===== config.mk =====
export PLATFORM = sky130hd
export DESIGN_NAME = pulse_train_xcvr
export DESIGN_NICKNAME = d
export VERILOG_FILES = /design/src/rtl/ptx_pkg.sv /design/src/rtl/ptx_buffer.sv /design/src/rtl/ptx_carrier.sv /design/src/rtl/ptx_tx_engine.sv /design/src/rtl/ptx_glitch_filter.sv /design/src/rtl/ptx_rx_capture.sv /design/src/rtl/pulse_train_xcvr.sv
export SDC_FILE = /design/constraint.sdc
export NUM_CORES = 2
export LEC_CHECK = 0
export ABC_AREA = 1
export CORE_ASPECT_RATIO = 0.9
export CORE_MARGIN = 2
export CORE_UTILIZATION = 35
export DETAILED_ROUTE_END_ITERATION = 8
export PLACE_DENSITY = 0.48
export SYNTH_ARGS = -nofsm -noshare
export SYNTH_HDL_FRONTEND = slang
export SYNTH_HIERARCHICAL = 1
export SYNTH_SLANG_ARGS = --single-unit

===== constraint.sdc =====
create_clock -name clk -period 13.45 [get_ports clk]
set_clock_uncertainty 0.2 [all_clocks]
set_input_delay 2.0175 -clock clk [delete_from_list [all_inputs] [get_ports clk]]
set_output_delay 2.0175 -clock clk [all_outputs]
set_load 0.02 [all_outputs]

===== src/rtl/ptx_pkg.sv =====
package ptx_pkg;
  localparam int LEN_W = 15;

  typedef struct packed {
    logic             lvl;
    logic [LEN_W-1:0] len;
  } ptx_field_t;

  typedef enum logic [1:0] {RX_IDLE, RX_ARMED, RX_RUN, RX_FINISH} rx_state_e;

  // Selects the half of an entry addressed by the low field-pointer bit.
  function automatic ptx_field_t pick_half(input logic [31:0] entry, input logic upper);
    return upper ? ptx_field_t'(entry[31:16]) : ptx_field_t'(entry[15:0]);
  endfunction

  // A programmed length of zero behaves as one cycle.
  function automatic logic [LEN_W-1:0] len_at_least_one(input logic [LEN_W-1:0] v);
    return (v == '0) ? LEN_W'(1) : v;
  endfunction
endpackage


===== src/rtl/ptx_buffer.sv =====
module ptx_buffer #(
  parameter int DEPTH = 64,
  localparam int AW = $clog2(DEPTH)
) (
  input  logic          clk,
  input  logic          host_we,
  input  logic [AW-1:0] host_addr,
  input  logic [31:0]   host_wdata,
  output logic [31:0]   host_rdata,
  input  logic [AW-1:0] tx_addr,
  output logic [31:0]   tx_rdata,
  input  logic          cap_we,
  input  logic [AW-1:0] cap_addr,
  input  logic          cap_upper,
  input  logic [15:0]   cap_data
);
  logic [31:0] store_q [DEPTH];

  // Capture writes take priority over the host port.
  always_ff @(posedge clk) begin
    if (cap_we) begin
      if (cap_upper) store_q[cap_addr][31:16] <= cap_data;
      else           store_q[cap_addr][15:0]  <= cap_data;
    end else if (host_we) begin
      store_q[host_addr] <= host_wdata;
    end
  end

  assign host_rdata = store_q[host_addr];
  assign tx_rdata   = store_q[tx_addr];
endmodule


===== src/rtl/ptx_carrier.sv =====
module ptx_carrier #(
  parameter int CW = 8
) (
  input  logic          clk,
  input  logic          rst_n,
  input  logic          restart,
  input  logic [CW-1:0] high_len,
  input  logic [CW-1:0] low_len,
  output logic          phase
);
  logic [CW-1:0] left_q;

  function automatic logic [CW-1:0] floor_one(input logic [CW-1:0] v);
    return (v == '0) ? CW'(1) : v;
  endfunction

  always_ff @(posedge clk or negedge rst_n) begin
    if (!rst_n) begin
      phase  <= 1'b1;
      left_q <= CW'(1);
    end else if (restart) begin
      phase  <= 1'b1;
      left_q <= floor_one(high_len);
    end else if (left_q <= CW'(1)) begin
      phase  <= ~phase;
      left_q <= phase ? floor_one(low_len) : floor_one(high_len);
    end else begin
      left_q <= left_q - CW'(1);
    end
  end
endmodule


===== src/rtl/ptx_tx_engine.sv =====
module ptx_tx_engine
  import ptx_pkg::*;
#(
  parameter int DEPTH = 64,
  localparam int AW = $clog2(DEPTH),
  localparam int PW = AW + 2,
  localparam int FIELDS = 2 * DEPTH
) (
  input  logic          clk,
  input  logic          rst_n,
  input  logic          start,
  output logic [AW-1:0] rd_addr,
  input  logic [31:0]   rd_data,
  output logic          field_load,
  output logic          level,
  output logic          busy,
  output logic          done
);
  logic [PW-1:0]    ptr_q;
  logic [PW-1:0]    next_ptr;
  logic [LEN_W-1:0] left_q;
  ptx_field_t       next_fld;
  logic             advance;
  logic             stop_now;

  assign next_ptr   = busy ? ptr_q + PW'(1) : '0;
  assign rd_addr    = next_ptr[AW:1];
  assign next_fld   = pick_half(rd_data, next_ptr[0]);
  assign advance    = busy ? (left_q == LEN_W'(1)) : start;
  assign stop_now   = (next_ptr == PW'(FIELDS)) || (next_fld.len == '0);
  assign field_load = advance && !stop_now;

  always_ff @(posedge clk or negedge rst_n) begin
    if (!rst_n) begin
      ptr_q  <= '0;
      left_q <= '0;
      level  <= 1'b0;
      busy   <= 1'b0;
      done   <= 1'b0;
    end else if (advance) begin
      if (stop_now) begin
        busy <= 1'b0;
        done <= 1'b1;
      end else begin
        busy   <= 1'b1;
        done   <= 1'b0;
        ptr_q  <= next_ptr;
        left_q <= next_fld.len;
        level  <= next_fld.lvl;
      end
    end else if (busy) begin
      left_q <= left_q - LEN_W'(1);
    end
  end
endmodule


===== src/rtl/ptx_glitch_filter.sv =====
module ptx_glitch_filter #(
  parameter int FW = 8
) (
  input  logic          clk,
  input  logic          rst_n,
  input  logic          din,
  input  logic          enable,
  input  logic [FW-1:0] thresh,
  output logic          dout
);
  logic [FW-1:0] run_q;
  logic [FW:0]   need;
  logic [FW:0]   run_next;

  assign need     = (!enable || thresh == '0) ? (FW+1)'(1) : {1'b0, thresh};
  assign run_next = {1'b0, run_q} + (FW+1)'(1);

  always_ff @(posedge clk or negedge rst_n) begin
    if (!rst_n) begin
      dout  <= 1'b0;
      run_q <= '0;
    end else if (din == dout) begin
      run_q <= '0;
    end else if (run_next >= need) begin
      dout  <= din;
      run_q <= '0;
    end else begin
      run_q <= run_next[FW-1:0];
    end
  end
endmodule


===== src/rtl/ptx_rx_capture.sv =====
module ptx_rx_capture
  import ptx_pkg::*;
#(
  parameter int DEPTH = 64,
  localparam int AW = $clog2(DEPTH),
  localparam int PW = AW + 2,
  localparam int FIELDS = 2 * DEPTH
) (
  input  logic             clk,
  input  logic             rst_n,
  input  logic             start,
  input  logic             line,
  input  logic             idle_level,
  input  logic [LEN_W-1:0] idle_thresh,
  output logic             wr_en,
  output logic [AW-1:0]    wr_addr,
  output logic             wr_upper,
  output logic [15:0]      wr_data,
  output logic             busy,
  output logic             done,
  output logic             overflow
);
  rx_state_e        state_q;
  logic [PW-1:0]    ptr_q;
  logic             cur_q;
  logic [LEN_W-1:0] len_q;
  logic [LEN_W-1:0] len_inc;
  logic [LEN_W-1:0] limit;
  logic             emit_req;
  ptx_field_t       emit_val;
  logic             full;
  logic             timed_out;

  assign len_inc   = len_q + LEN_W'(1);
  assign limit     = len_at_least_one(idle_thresh);
  assign full      = (ptr_q == PW'(FIELDS));
  assign timed_out = (line == cur_q) && (len_inc >= limit);

  always_comb begin
    emit_req = 1'b0;
    emit_val = '0;
    case (state_q)
      RX_RUN: begin
        if (line != cur_q) begin
          emit_req = 1'b1;
          emit_val = '{lvl: cur_q, len: len_q};
        end else if (timed_out) begin
          emit_req = 1'b1;
          emit_val = '{lvl: cur_q, len: len_inc};
        end
      end
      RX_FINISH: emit_req = 1'b1;
      default: ;
    endcase
  end

  assign wr_en    = emit_req && !full;
  assign wr_addr  = ptr_q[AW:1];
  assign wr_upper = ptr_q[0];
  assign wr_data  = emit_val;
  assign busy     = (state_q != RX_IDLE);

  always_ff @(posedge clk or negedge rst_n) begin
    if (!rst_n) begin
      state_q  <= RX_IDLE;
      ptr_q    <= '0;
      cur_q    <= 1'b0;
      len_q    <= '0;
      done     <= 1'b0;
      overflow <= 1'b0;
    end else begin
      case (state_q)
        RX_IDLE: if (start) begin
          state_q  <= RX_ARMED;
          ptr_q    <= '0;
          done     <= 1'b0;
          overflow <= 1'b0;
        end
        RX_ARMED: if (line != idle_level) begin
          state_q <= RX_RUN;
          cur_q   <= line;
          len_q   <= LEN_W'(1);
        end
        RX_RUN: begin
          if (emit_req && full) begin
            overflow <= 1'b1;
            state_q  <= RX_IDLE;
          end else if (line != cur_q) begin
            ptr_q <= ptr_q + PW'(1);
            cur_q <= line;
            len_q <= LEN_W'(1);
          end else if (timed_out) begin
            ptr_q   <= ptr_q + PW'(1);
            state_q <= RX_FINISH;
          end else begin
            len_q <= len_inc;
          end
        end
        RX_FINISH: begin
          if (!full) ptr_q <= ptr_q + PW'(1);
          done    <= 1'b1;
          state_q <= RX_IDLE;
        end
        default: state_q <= RX_IDLE;
      endcase
    end
  end
endmodule


===== src/rtl/pulse_train_xcvr.sv =====
module pulse_train_xcvr #(
  parameter int DEPTH = 64,
  parameter int CW = 8,
  parameter int FW = 8,
  localparam int AW = $clog2(DEPTH)
) (
  input  logic          clk,
  input  logic          rst_n,
  input  logic          mem_wr_en,
  input  logic [AW-1:0] mem_addr,
  input  logic [31:0]   mem_wdata,
  output logic [31:0]   mem_rdata,
  input  logic          idle_level,
  input  logic          tx_start,
  input  logic          carrier_en,
  input  logic [CW-1:0] carrier_high,
  input  logic [CW-1:0] carrier_low,
  output logic          tx_out,
  output logic          tx_busy,
  output logic          tx_done,
  input  logic          rx_in,
  input  logic          rx_start,
  input  logic          filter_en,
  input  logic [FW-1:0] filter_thresh,
  input  logic [14:0]   idle_thresh,
  output logic          rx_busy,
  output logic          rx_done,
  output logic          rx_overflow
);
  logic [AW-1:0] tx_rd_addr;
  logic [31:0]   tx_rd_data;
  logic          tx_field_load;
  logic          tx_lvl;
  logic          car_phase;
  logic          filt_line;
  logic          rx_wr_en;
  logic [AW-1:0] rx_wr_addr;
  logic          rx_wr_upper;
  logic [15:0]   rx_wr_data;

  ptx_buffer #(.DEPTH(DEPTH)) buf_i (
    .clk(clk), .host_we(mem_wr_en), .host_addr(mem_addr), .host_wdata(mem_wdata),
    .host_rdata(mem_rdata), .tx_addr(tx_rd_addr), .tx_rdata(tx_rd_data),
    .cap_we(rx_wr_en), .cap_addr(rx_wr_addr), .cap_upper(rx_wr_upper), .cap_data(rx_wr_data)
  );

  ptx_tx_engine #(.DEPTH(DEPTH)) tx_i (
    .clk(clk), .rst_n(rst_n), .start(tx_start), .rd_addr(tx_rd_addr), .rd_data(tx_rd_data),
    .field_load(tx_field_load), .level(tx_lvl), .busy(tx_busy), .done(tx_done)
  );

  ptx_carrier #(.CW(CW)) car_i (
    .clk(clk), .rst_n(rst_n), .restart(tx_field_load), .high_len(carrier_high),
    .low_len(carrier_low), .phase(car_phase)
  );

  assign tx_out = tx_busy ? (tx_lvl & (~carrier_en | car_phase)) : idle_level;

  ptx_glitch_filter #(.FW(FW)) filt_i (
    .clk(clk), .rst_n(rst_n), .din(rx_in), .enable(filter_en), .thresh(filter_thresh),
    .dout(filt_line)
  );

  ptx_rx_capture #(.DEPTH(DEPTH)) rx_i (
    .clk(clk), .rst_n(rst_n), .start(rx_start), .line(filt_line), .idle_level(idle_level),
    .idle_thresh(idle_thresh), .wr_en(rx_wr_en), .wr_addr(rx_wr_addr),
    .wr_upper(rx_wr_upper), .wr_data(rx_wr_data), .busy(rx_busy), .done(rx_done),
    .overflow(rx_overflow)
  );
endmodule


==> impl_metrics.yaml <==
grt:
  grt_pass1_wl_mm: 659.0
  antenna_found_initial: 22
  grt_pass1_vias: 89666
  track_usage_pct: 28.51
  grt_max_degree: 165
  gr-total-overflow: 0
cts:
  cts_tree: "built"
  cts_hold_buf: 0
  cts_root_buf: "clkbuf_16"
  htreeDepth: 4
  post_cts_resized: 0
  cts_setup_buffers: 0
  clkTransAtPathRegs_ps: 60
  cts.path.max_buffers: 4
  clk_latency_ps: 930
  cts_num_sinks: 2120
  cts_buffers: 243
synth:
  yosys.cell_types.count: 54
  synth_mux_area_share_pct: 0
  synth-simple-area-share_pct: 36.53
  synth_cells: 12545
  yosys_warnings: 6
  ys_top_cells_by_area: "edfxtp_1, nand3_1, nand2_1, buf_2, dfrtp_1"
  synthXorXnorAreaFrac_pct: 0.2383
  syn-num-nets: 12663
  synth-compound-area-share_pct: 0.4664
  synth_top_family_by_area: "simple AND/OR/NAND/NOR gates"
  synth-seq-cells: 2120
  synth_top_area_cell: "edfxtp_1"
  syn_area_per_cell_um2: 8.704
  yosys.area_share.adder_pct: 0.3667
  netlist_area_mm2: 0.1092
  ys_seq_area_share_pct: 57.97
  synth_top_cell_area_share_pct: 56.32
floorplan:
  start_util_pct: 35.17
  die-area_mm2: 0.3165
  die_y_um: 533.9
  ios: 124
  rows: 194
  core-area_mm2: 0.3105
  die_x_um: 592.8
job:
  max_cap_violations: 0
sta:
  slew_headroom_pct: 10.50
  drv_slew: 0
  holdWs_ps: 293.8
  period_minus_slack_ps: 9013
  setup-tns-final_ps: 0
  grt_setup_unrepaired: "false"
  setup_viol: 0
  fmax_mhz: 111.0
  timing.final.crit_share_pct: 67.01
  finalHoldViolCount: 0
  tightest_slew_ps: 1341
detailed_routing:
  ant_nets: 0
  viasPerCell: 5.828
  first_pass_iters: 8
  vias: 96356
  wl_per_cell_um: 28.16
  remaining_drc_errors: 0
  initialDrtViolationCount: 14035
  routed_wl_mm: 465.6
cells_and_area:
  design_area_mm2: 0.1214
  drive_gt1_share_pct: 7.126
  syn_to_final_growth_pct: 11.21
  nFillCells: 30144
  instances_no_fill: 16532
  multi_input_area_mm2: 0.04160
  nNetsFinal: 12334
  regArea_mm2: 0.06330
pwr:
  p_comb_share_pct: 14.3
  internal_power_mw: 11.80
  power_density_mw_per_mm2: 137.5
  power.leakage_nw: 46.07
  clkPwrFrac_pct: 38.6
  vdd_drop_max_mv: 0.1202
  swShare_pct: 29.32
  p_sw_mw: 4.896
  seqPwrFrac_pct: 47.2
critical_path:
  crit_start: "mem_addr[1]"
  crit_family: "buffers and inverters"
  cp_num_buf_inv: 5
  path_class: "in2out"
  crit_path_top_delay_cell: "buf_4"
  cpMostUsedCell: "nand3_1"
  r2r-start: "tx_i/busy"
  crit_fanout: 122
  cp_slowest_stage_delay_ps: 980
  cp.arrival_ps: 6800
  worst_setup_path_end_kind: "output pin"
  startpoint_type: "input port"
  required_ps: 11230
  crit_chain: "buf_8, inv_8, buf_12, buf_4, nand3_1, nand3_1, nand3_1, nand3_1, nand2_1, nand2_1, nand2_1, clkdlybuf4s50_1"
min_path:
  min_from: "rx_i/overflow"
  hold_class: "reg2reg"
place:
  dp_hpwl_mm: 262.2
  place_area_mm2: 0.1140
  numPlacedInstances: 16087
  place.gp.congestion: 0.8891
  portBuffers: 123
status:
  outcome: "completed"
-- final timing paths --
kind / to / cells past startpoint / slack [ps]
max: mem_rdata[8] / 12 / 4440
min: rx_i/overflow / 2 / 290
max reg2reg: car_i/left_q[1] / 26 / 5010
min reg2reg: rx_i/overflow / 2 / 290
max in group asynchronous: tx_i/left_q[5] / 2 / 11150
min in group asynchronous: car_i/left_q[2] / 1 / 770
-- final cells by class --
| class | instances | share of cell area (%) |
|---|---|---|
| Sequential cell | 2120 | 52.13 |
| Clock inverter | 118 | 0.6862 |
| Timing Repair Buffer | 370 | 2.783 |
| Multi-Input combinational cell | 9344 | 34.26 |
| Clock buffer | 317 | 5.383 |
| Antenna cell | 10 | 0.02061 |
| Tap cell | 4116 | 4.241 |
| Inverter | 137 | 0.4936 |
-- metal layers --
metal	wire length, um	GRT usage [%]	up-vias
met2	203600	42.65	5854
met5	69	0	-
met3	47180	5.493	984
met4	22200	12.73	10
met1	192500	39.98	47114
li1	-	-	42394
-- Yosys cell counts (all sizes together) --
cell    count
a211oi      1
a21boi      1
a21oi      19
a31oi       1
a32o        4
a41o        1
and2        1
buf       579
clkbuf    365
clkinv      3
dfrtp      70
dfstp       2
edfxtp   2048
ha         32
inv       134
nand2    5038
nand3    3861
nand3b      1
nand4      24
nor2      251
nor3       12
nor3b       1
nor4        5
o211ai      1
o21ai      52
o21bai      3
or2         7
xnor2       5
xor2       23
-- power groups by stage --
stage | combinational, mW | clock (mW) | sequential [mW]
after floorplan | 1.24 | 0 | 8.00
after global placement | 2.35 | 0 | 8.00
after detailed placement | 2.36 | 0 | 8.01
after CTS | 2.36 | 6.48 | 7.87
after global routing | 2.53 | 6.73 | 7.89
final | 2.39 | 6.44 | 7.87
-- flip-flops by register name (all words and copies together) (netlist names), 2 cells and up --
register,cells
buf_i/store_q,2048
car_i/left_q,8
filt_i/run_q,8
rx_i/len_q,15
rx_i/ptr_q,8
rx_i/state_q,2
tx_i/left_q,15
tx_i/ptr_q,8
-- through the flow --
stage	worst slack (ps)	total power [mW]	util (%)
after floorplan	7708	9.235	-
after global placement	4581	10.35	36.73
after detailed placement	4605	10.37	36.73
after CTS	4602	16.71	39.10
after global routing	4526	17.15	39.11
final	4437	16.70	39.11
-- layout by cell type (no fill, tap or decap), types with 5 or more instances in the layout --
cell type | Yosys | routed
xor2_1 | 22 | 22
nand2_1 | 4997 | 4965
nor4_1 | 5 | 5
inv_2 | 26 | 20
clkbuf_16 | 0 | 249
clkinvlp_4 | 0 | 9
nor2_2 | 17 | 124
nor2_1 | 217 | 85
clkinv_1 | 3 | 46
bufinv_16 | 0 | 9
o21ai_2 | 5 | 5
nor3_1 | 10 | 10
clkbuf_8 | 0 | 5
o21ai_0 | 32 | 32
inv_8 | 0 | 7
buf_12 | 1 | 23
nand3_1 | 3853 | 3853
inv_1 | 106 | 100
o21ai_1 | 13 | 13
nand4_1 | 23 | 23
nand3_2 | 5 | 5
buf_4 | 56 | 226
diode_2 | 0 | 10
edfxtp_1 | 2048 | 2048
clkinv_2 | 0 | 49
nor2_4 | 16 | 41
nand2_2 | 34 | 66
dfrtp_1 | 70 | 70
a21oi_1 | 16 | 16
inv_6 | 0 | 8
clkdlybuf4s50_1 | 0 | 116
nand2_4 | 6 | 6
ha_1 | 32 | 32
clkbuf_1 | 365 | 63
-- cell families (layout without fill, tap and decap cells) --
kind of cell | after synthesis | after routing
DFF | 2120 | 2120
other | 0 | 10
xor gates and xnor gates | 28 | 28
AOI/OAI and AO/OA | 83 | 83
buffers and inverters | 1081 | 942
adders and majority gates | 32 | 32
and+or+nand+nor | 9201 | 9201
-- worst register-to-register path, cell delays in order (launching register included) --
cell and delay, ps:
dfrtp_1 900, nand2_1 370, inv_8 570, buf_4 590
buf_4 710, buf_12 540, buf_4 950, nand2_1 140
nand3_1 120, nand3_1 100, nand3_1 190, nand3_1 210
nand2_1 340, nand2_1 80, nand2_1 130, nand2_1 70
nand2_1 220, nor2_1 90, nand2_1 60, nor2_1 30
nand2_1 70, nand3_2 510, inv_2 500, clkinv_1 310
nand2_1 220, nand2_1 90, o21ai_2 60
Note: power is estimated with default switching activity, not from simulation.
